File: config.mk
export PLATFORM = sky130hd
export DESIGN_NAME = fm_trap_ctrl
export DESIGN_NICKNAME = d
export VERILOG_FILES = /design/src/rtl/fmtrap_pkg.sv /design/src/rtl/fmtrap_decode.sv /design/src/rtl/fmtrap_cfg.sv /design/src/rtl/fmtrap_trapregs.sv /design/src/rtl/fmtrap_irq.sv /design/src/rtl/fm_trap_ctrl.sv
export SDC_FILE = /design/constraint.sdc
export NUM_CORES = 1
export LEC_CHECK = 0
export BUFFER_PORTS_ARGS = -buffer_cell sky130_fd_sc_hd__clkbuf_2
export CAP_MARGIN = 20
export CORE_AREA = 5 5 75 77
export CTS_BUF_LIST = sky130_fd_sc_hd__clkbuf_16
export DETAILED_ROUTE_END_ITERATION = 7
export DIE_AREA = 0 0 80 82
export SYNTH_ARGS = -nofsm -noshare
export SYNTH_HDL_FRONTEND = slang
export SYNTH_SLANG_ARGS = --single-unit
File: constraint.sdc
create_clock -name clk -period 0.9 [get_ports clk]
set_clock_uncertainty 0.05 [all_clocks]
set_input_delay 0.135 -clock clk [delete_from_list [all_inputs] [get_ports clk]]
set_output_delay 0.135 -clock clk [all_outputs]
set_load 0.01 [all_outputs]
File: src/rtl/fmtrap_pkg.sv
package fmtrap_pkg;

    // FM window offset width; bit 0 = port kind, bit 1 = bank
    localparam int ADDR_W      = 2;
    localparam int PORT_BIT    = 0;
    localparam int BANK_BIT    = 1;

    // configuration bit positions
    localparam int TRAP_EN_BIT = 0;
    localparam int SMI_SEL_BIT = 2;

    // bank codes
    localparam int BANK_LO_CODE = 1;
    localparam int BANK_HI_CODE = 2;

    // status window offsets
    typedef enum logic [ADDR_W-1:0] {
        ST_BANK  = 2'd0,
        ST_INDEX = 2'd1,
        ST_DATA  = 2'd2,
        ST_NONE  = 2'd3
    } st_off_e;

    // decoded bus events for one cycle
    typedef struct packed {
        logic idx_wr;
        logic dat_wr;
        logic hi_bank;
        logic cfg_wr;
        logic ack;
    } ev_t;

endpackage

File: src/rtl/fmtrap_decode.sv
module fmtrap_decode
    import fmtrap_pkg::*;
(
    input  logic              fm_en,
    input  logic              fm_sel,
    input  logic              cfg_sel,
    input  logic [ADDR_W-1:0] io_addr,
    input  logic              io_wr,
    input  logic              st_rd,
    output ev_t               ev
);

    logic fm_wr;

    always_comb begin
        fm_wr      = fm_en && fm_sel && io_wr;
        ev.idx_wr  = fm_wr && !io_addr[PORT_BIT];
        ev.dat_wr  = fm_wr &&  io_addr[PORT_BIT];
        ev.hi_bank = io_addr[BANK_BIT];
        ev.cfg_wr  = cfg_sel && io_wr;
        ev.ack     = st_rd;
    end

endmodule

File: src/rtl/fmtrap_cfg.sv
module fmtrap_cfg
    import fmtrap_pkg::*;
#(
    parameter int CFG_W = 4
) (
    input  logic             clk,
    input  logic             rst_n,
    input  ev_t              ev,
    input  logic [CFG_W-1:0] wdata,
    output logic [CFG_W-1:0] cfg_q
);

    logic [CFG_W-1:0] cfg_d;

    always_comb begin
        cfg_d = cfg_q;
        if (ev.cfg_wr) cfg_d = wdata;
    end

    always_ff @(posedge clk) begin
        if (!rst_n) cfg_q <= '0;
        else        cfg_q <= cfg_d;
    end

endmodule

File: src/rtl/fmtrap_trapregs.sv
module fmtrap_trapregs
    import fmtrap_pkg::*;
#(
    parameter int DATA_W = 8
) (
    input  logic              clk,
    input  logic              rst_n,
    input  ev_t               ev,
    input  logic [DATA_W-1:0] wdata,
    output logic [DATA_W-1:0] bank_o,
    output logic [DATA_W-1:0] index_o,
    output logic [DATA_W-1:0] data_o
);

    typedef struct packed {
        logic [DATA_W-1:0] bank;
        logic [DATA_W-1:0] index;
        logic [DATA_W-1:0] data;
    } trap_t;

    trap_t tr_d, tr_q;

    always_comb begin
        tr_d = tr_q;
        if (ev.idx_wr) begin
            tr_d.bank  = ev.hi_bank ? DATA_W'(BANK_HI_CODE) : DATA_W'(BANK_LO_CODE);
            tr_d.index = wdata;
        end
        if (ev.dat_wr) begin
            tr_d.data = wdata;
        end
    end

    always_ff @(posedge clk) begin
        if (!rst_n) tr_q <= '0;
        else        tr_q <= tr_d;
    end

    assign bank_o  = tr_q.bank;
    assign index_o = tr_q.index;
    assign data_o  = tr_q.data;

endmodule

File: src/rtl/fmtrap_irq.sv
module fmtrap_irq
    import fmtrap_pkg::*;
(
    input  logic clk,
    input  logic rst_n,
    input  ev_t  ev,
    input  logic trap_en,
    input  logic smi_sel,
    output logic nmi_o,
    output logic smi_o
);

    typedef struct packed {
        logic nmi;
        logic smi;
    } irq_t;

    irq_t irq_d, irq_q;

    always_comb begin
        irq_d = irq_q;
        // acknowledge first, so a same-cycle set overrides it
        if (trap_en && ev.ack) begin
            if (smi_sel) irq_d.smi = 1'b0;
            else         irq_d.nmi = 1'b0;
        end
        if (trap_en && ev.dat_wr) begin
            if (smi_sel) irq_d.smi = 1'b1;
            else         irq_d.nmi = 1'b1;
        end
    end

    always_ff @(posedge clk) begin
        if (!rst_n) irq_q <= '0;
        else        irq_q <= irq_d;
    end

    assign nmi_o = irq_q.nmi;
    assign smi_o = irq_q.smi;

endmodule

File: src/rtl/fm_trap_ctrl.sv
module fm_trap_ctrl
    import fmtrap_pkg::*;
#(
    parameter int DATA_W = 8,
    parameter int CFG_W  = 4
) (
    input  logic              clk,
    input  logic              rst_n,
    input  logic              fm_en,
    input  logic              fm_sel,
    input  logic              cfg_sel,
    input  logic [ADDR_W-1:0] io_addr,
    input  logic [DATA_W-1:0] io_wdata,
    input  logic              io_wr,
    input  logic              io_rd,
    output logic [DATA_W-1:0] io_rdata,
    input  logic              st_rd,
    input  logic [ADDR_W-1:0] st_addr,
    output logic [DATA_W-1:0] st_rdata,
    output logic              nmi_o,
    output logic              smi_o
);

    ev_t               ev;
    logic [CFG_W-1:0]  cfg_q;
    logic [DATA_W-1:0] bank_q;
    logic [DATA_W-1:0] index_q;
    logic [DATA_W-1:0] data_q;

    fmtrap_decode u_decode (
        .fm_en   (fm_en),
        .fm_sel  (fm_sel),
        .cfg_sel (cfg_sel),
        .io_addr (io_addr),
        .io_wr   (io_wr),
        .st_rd   (st_rd),
        .ev      (ev)
    );

    fmtrap_cfg #(.CFG_W(CFG_W)) u_cfg (
        .clk   (clk),
        .rst_n (rst_n),
        .ev    (ev),
        .wdata (io_wdata[CFG_W-1:0]),
        .cfg_q (cfg_q)
    );

    fmtrap_trapregs #(.DATA_W(DATA_W)) u_regs (
        .clk     (clk),
        .rst_n   (rst_n),
        .ev      (ev),
        .wdata   (io_wdata),
        .bank_o  (bank_q),
        .index_o (index_q),
        .data_o  (data_q)
    );

    fmtrap_irq u_irq (
        .clk     (clk),
        .rst_n   (rst_n),
        .ev      (ev),
        .trap_en (cfg_q[TRAP_EN_BIT]),
        .smi_sel (cfg_q[SMI_SEL_BIT]),
        .nmi_o   (nmi_o),
        .smi_o   (smi_o)
    );

    // host bus read: configuration register or the trap-only FM window
    always_comb begin
        io_rdata = '0;
        if (io_rd && cfg_sel)     io_rdata = DATA_W'(cfg_q);
        else if (io_rd && fm_sel) io_rdata = '0;
    end

    // status window read mux
    always_comb begin
        unique case (st_off_e'(st_addr))
            ST_BANK:  st_rdata = bank_q;
            ST_INDEX: st_rdata = index_q;
            ST_DATA:  st_rdata = data_q;
            default:  st_rdata = '0;
        endcase
    end

endmodule

==> report_table.html <==
<table>
<tr><th>Metric</th><th>Value</th></tr>
<tr><th colspan="2">Finish</th></tr>
<tr><td>Number of nets at the end of the flow</td><td>181</td></tr>
<tr><td>Count of antenna diodes in the layout</td><td>0</td></tr>
<tr><td>Share of final-layout standard cells stronger than drive strength 1</td><td>45.6%</td></tr>
<tr><td>Filler Cell Count</td><td>542</td></tr>
<tr><td>Layout Area Growth over Synthesis</td><td>41.7%</td></tr>
<tr><td>Final core utilization</td><td>33.6%</td></tr>
<tr><td>Combined area of the multi-input logic cells</td><td>648 µm²</td></tr>
<tr><td>Final instance count without filler cells</td><td>230</td></tr>
<tr><td>Sequential cell area</td><td>498 µm²</td></tr>
<tr><th colspan="2">Synthesis</th></tr>
<tr><td>Sequential element share of the synthesized area</td><td>41.0%</td></tr>
<tr><td>Synthesized cell area</td><td>0.00117 mm²</td></tr>
<tr><td>Warnings from Yosys</td><td>0</td></tr>
<tr><td>Number of distinct library cell variants in the gate-level netlist after synthesis</td><td>23</td></tr>
<tr><td>Fraction of registers with async set or reset after synthesis</td><td>0%</td></tr>
<tr><td>Mapped Avg Cell Area</td><td>9.52 µm²</td></tr>
<tr><td>Most used DFF post-synth</td><td>dfxtp_1</td></tr>
<tr><td>Flip-flop and latch count after synthesis</td><td>24</td></tr>
<tr><td>Gate count of the mapped netlist</td><td>123</td></tr>
<tr><td>Post-synth EDFFs</td><td>0</td></tr>
<tr><th colspan="2">Floorplanning</th></tr>
<tr><td>Site row count</td><td>26</td></tr>
<tr><td>Effective utilization at floorplan</td><td>23.7%</td></tr>
<tr><td>Area of the core</td><td>0.00494 mm²</td></tr>
<tr><td>Die area</td><td>0.00656 mm²</td></tr>
<tr><td>Die extent in x</td><td>80 µm</td></tr>
<tr><td>Number of ports placed on the die boundary</td><td>38</td></tr>
<tr><td>Die extent in y</td><td>82 µm</td></tr>
<tr><th colspan="2">Global route</th></tr>
<tr><td>GRT Util Overall</td><td>8.75%</td></tr>
<tr><td>Initial antenna violation count</td><td>0</td></tr>
<tr><td>Vias in the first global route</td><td>944</td></tr>
<tr><td>First-pass GRT wire length</td><td>4460 µm</td></tr>
<tr><td>Aggregate global routing overflow</td><td>0</td></tr>
<tr><td>Pin count of the biggest net entering global routing</td><td>34</td></tr>
<tr><th colspan="2">Setup path</th></tr>
<tr><td>Critical Path Start Type</td><td>flip-flop</td></tr>
<tr><td>Setup crit end kind</td><td>output pin</td></tr>
<tr><td>Startpoint of the most critical setup path</td><td>u_regs.index_o[0]$_SDFFE_PN0P_</td></tr>
<tr><td>Data arrival time of the worst path</td><td>950 ps</td></tr>
<tr><td>Register-to-register setup slack</td><td>0 ps</td></tr>
<tr><td>Worst path required time</td><td>710 ps</td></tr>
<tr><td>Critical path capture point</td><td>st_rdata[0]</td></tr>
<tr><td>R2r endpoint</td><td>u_cfg.cfg_q[2]$_SDFFE_PN0P_</td></tr>
<tr><td>Worst R2R Path Depth</td><td>3</td></tr>
<tr><td>CP Class</td><td>reg -&gt; out</td></tr>
<tr><td>Max FO, Critical Path</td><td>2</td></tr>
<tr><td>Worst R2R Start</td><td>u_cfg.cfg_q[2]$_SDFFE_PN0P_</td></tr>
<tr><th colspan="2">Power</th></tr>
<tr><td>Flop pwr share</td><td>41.7%</td></tr>
<tr><td>Ratio of total power to cell area</td><td>1590 mW/mm²</td></tr>
<tr><td>Part of the power in the clock network</td><td>47.9%</td></tr>
<tr><td>Leakage Power</td><td>0.815 nW</td></tr>
<tr><td>Part of the total power dissipated in combinational logic</td><td>10.4%</td></tr>
<tr><td>Switch Pwr</td><td>0.537 mW</td></tr>
<tr><td>Switching part of the total power</td><td>20.3%</td></tr>
<tr><td>Maximum VDD drop</td><td>1120 µV</td></tr>
<tr><td>Total internal power</td><td>2.10 mW</td></tr>
<tr><th colspan="2">Clocking</th></tr>
<tr><td>Clock tree sinks</td><td>24</td></tr>
<tr><td>Clock Root Buffer</td><td>clkbuf_16</td></tr>
<tr><td>H-Tree Depth</td><td>1</td></tr>
<tr><td>Clock transition at the register clock pins on the worst setup and hold paths after CTS</td><td>60 ps</td></tr>
<tr><td>Number of buffers created by CTS</td><td>3</td></tr>
<tr><td>Maximum buffer depth of the clock tree</td><td>2</td></tr>
<tr><td>TritonCTS clock tree</td><td>built</td></tr>
<tr><td>Clock latency at the later pin of the worst-skew pair</td><td>250 ps</td></tr>
<tr><th colspan="2">Drt</th></tr>
<tr><td>Via count normalized by instance count</td><td>4.13</td></tr>
<tr><td>Final wirelength</td><td>2700 µm</td></tr>
<tr><td>Routed length per placed instance</td><td>11.7 µm</td></tr>
<tr><td>Remaining routing DRC violations</td><td>0</td></tr>
<tr><td>Antenna-violating nets left</td><td>0</td></tr>
<tr><td>Count of routing violations after the opening detailed-route iteration</td><td>8</td></tr>
<tr><td>Number of vias after detailed routing</td><td>949</td></tr>
<tr><td>1st-pass router iterations</td><td>4</td></tr>
<tr><th colspan="2">Timing</th></tr>
<tr><td>Setup Viol. Count Final</td><td>12</td></tr>
<tr><td>Final worst-path cycle share</td><td>126%</td></tr>
<tr><td>Setup repair after global routing missed its margin</td><td>yes</td></tr>
<tr><td>Total count of max-transition violations in the final report</td><td>0</td></tr>
<tr><td>Final Hold Viols</td><td>0</td></tr>
<tr><td>F_max</td><td>884 MHz</td></tr>
<tr><td>Period minus WS final</td><td>1130 ps</td></tr>
<tr><td>Setup ws final</td><td>-232 ps</td></tr>
<tr><th colspan="2">Placement</th></tr>
<tr><td>Dpl ws</td><td>-192 ps</td></tr>
<tr><td>Weighted congestion at the end of routability-driven global placement</td><td>0.694</td></tr>
<tr><td>Instance count after placement with tap cells included</td><td>223</td></tr>
<tr><td>Count of input and output buffers</td><td>33</td></tr>
<tr><td>Sum of net half-perimeters after detailed placement</td><td>1990 µm</td></tr>
<tr><th colspan="2">Outcome</th></tr>
<tr><td>Violations in the final reports</td><td>setup timing</td></tr>
<tr><td>Status</td><td>finished with violations</td></tr>
<tr><th colspan="2">Job</th></tr>
<tr><td>Max-cap violations</td><td>0</td></tr>
<tr><th colspan="2">Min path</th></tr>
<tr><td>Hold crit path type</td><td>in -&gt; reg</td></tr>
</table>
==> worst max-delay path: stages, from the launching register on <==
cell and delay (ps):
dfxtp_2 330, mux2i_1 70, o2bb2ai_1 140, buf_2 150
==> how the worst min path moves through the flow <==
| stage | to | start | cells after the start |
|---|---|---|---|
| 3_3_place_gp | u_regs.bank_o[1]$_SDFFE_PN0P_ | io_addr[1] | 3 |
| 5_1_grt | u_regs.bank_o[1]$_SDFFE_PN0P_ | io_addr[1] | 3 |
| 4_1_cts | u_regs.bank_o[1]$_SDFFE_PN0P_ | io_addr[1] | 3 |
| 3_5_place_dp | u_regs.bank_o[1]$_SDFFE_PN0P_ | io_addr[1] | 3 |
| 2_1_floorplan | u_regs.bank_o[1]$_SDFFE_PN0P_ | io_addr[1] | 2 |
| 6_report | u_regs.bank_o[1]$_SDFFE_PN0P_ | io_addr[1] | 3 |
==> repair_timing <==
| action | 4_1_cts | 5_1_grt |
|---|---|---|
| hold buffers | 0 | 0 |
| gates resized for setup | 12 | 26 |
| pin swaps | 3 | 2 |
| endpoints found under the setup margin | 14 | 18 |
| buffers inserted | 3 | 2 |
==> metal layers <==
| metal | track usage, % | routed length (µm) | vias up |
|---|---|---|---|
| li1 | - | - | 490 |
| met1 | 11.1 | 1280 | 435 |
| met2 | 14.3 | 1240 | 22 |
| met3 | 2.96 | 169 | 2 |
| met4 | 2.03 | 14 | 0 |
| met5 | 0 | 0 | - |
==> cell usage in the layout, fill, tap and decap left out, types with 2 or more instances in the layout <==
| cell type | count |
|---|---|
| a21bo_2 | 3 |
| mux2i_1 | 20 |
| conb_1 | 4 |
| o2bb2ai_1 | 2 |
| clkbuf_2 | 25 |
| dfxtp_2 | 11 |
| nand2_1 | 29 |
| a22o_1 | 6 |
| buf_6 | 7 |
| dfxtp_1 | 12 |
| clkbuf_16 | 3 |
| buf_12 | 3 |
| a21oi_1 | 3 |
| buf_4 | 5 |
| buf_2 | 3 |
| and3_4 | 4 |
| o22ai_2 | 2 |
| nand3_1 | 5 |
==> state kept, by name, indices dropped and copies added (netlist names), named ones only <==
signal	count
u_regs.data_o	8
u_regs.index_o	8
u_cfg.cfg_q	4
u_regs.bank_o	2
u_irq.nmi_o	1
==> cells in the mapped netlist (3+ instances only) <==
| master | number | area, µm² |
|---|---|---|
| nand2_1 | 29 | 109 |
| dfxtp_1 | 24 | 480 |
| mux2i_1 | 20 | 200 |
| a22o_1 | 6 | 52.6 |
| and3_1 | 5 | 31.3 |
| buf_2 | 5 | 25.0 |
| nand3_1 | 5 | 25.0 |
| a21bo_2 | 4 | 40.0 |
| a21oi_1 | 4 | 20.0 |
| buf_4 | 4 | 30.0 |
| buf_6 | 3 | 33.8 |
==> power groups by stage <==
stage | logic (mW) | clock network (mW) | registers (mW)
3_3_place_gp | 0.249 | 0 | 1.13
5_1_grt | 0.306 | 1.33 | 1.11
4_1_cts | 0.266 | 1.29 | 1.10
2_1_floorplan | 0.157 | 0 | 1.12
3_5_place_dp | 0.252 | 0 | 1.13
6_report | 0.275 | 1.26 | 1.10
==> final cells by class <==
cell class                 count  share of cell area (%)
multi-input combinational     88                    39.1
sequential                    24                    30.0
timing repair buffer          43                    19.1
tap                           70                    5.28
clock buffer                   3                    4.52
clock inverter                 1                    1.81
inverter                       1                   0.226
==> stage by stage <==
step	total power [mW]	setup TNS [ps]	cell area [µm²]	hold slack, ps
detailed placement	1.38	-1320	1430	338
global placement	1.38	-1290	1430	334
global route	2.74	-2500	1660	81.8
finish	2.64	-1990	1660	63.6
CTS	2.66	-2120	1580	61.4
floorplan	1.28	0	1180	224
==> logic make-up after synthesis <==
| group | after synthesis | share of synthesized area (%) |
|---|---|---|
| and+or+nand+nor | 46 | 21.0 |
| DFF | 24 | 41.0 |
| muxes | 20 | 17.1 |
| AOI/OAI and AO/OA | 18 | 12.2 |
| buffers and inverters | 14 | 8.33 |
| other | 1 | 0.320 |
No activity file was read; power rests on OpenSTA's default activity.
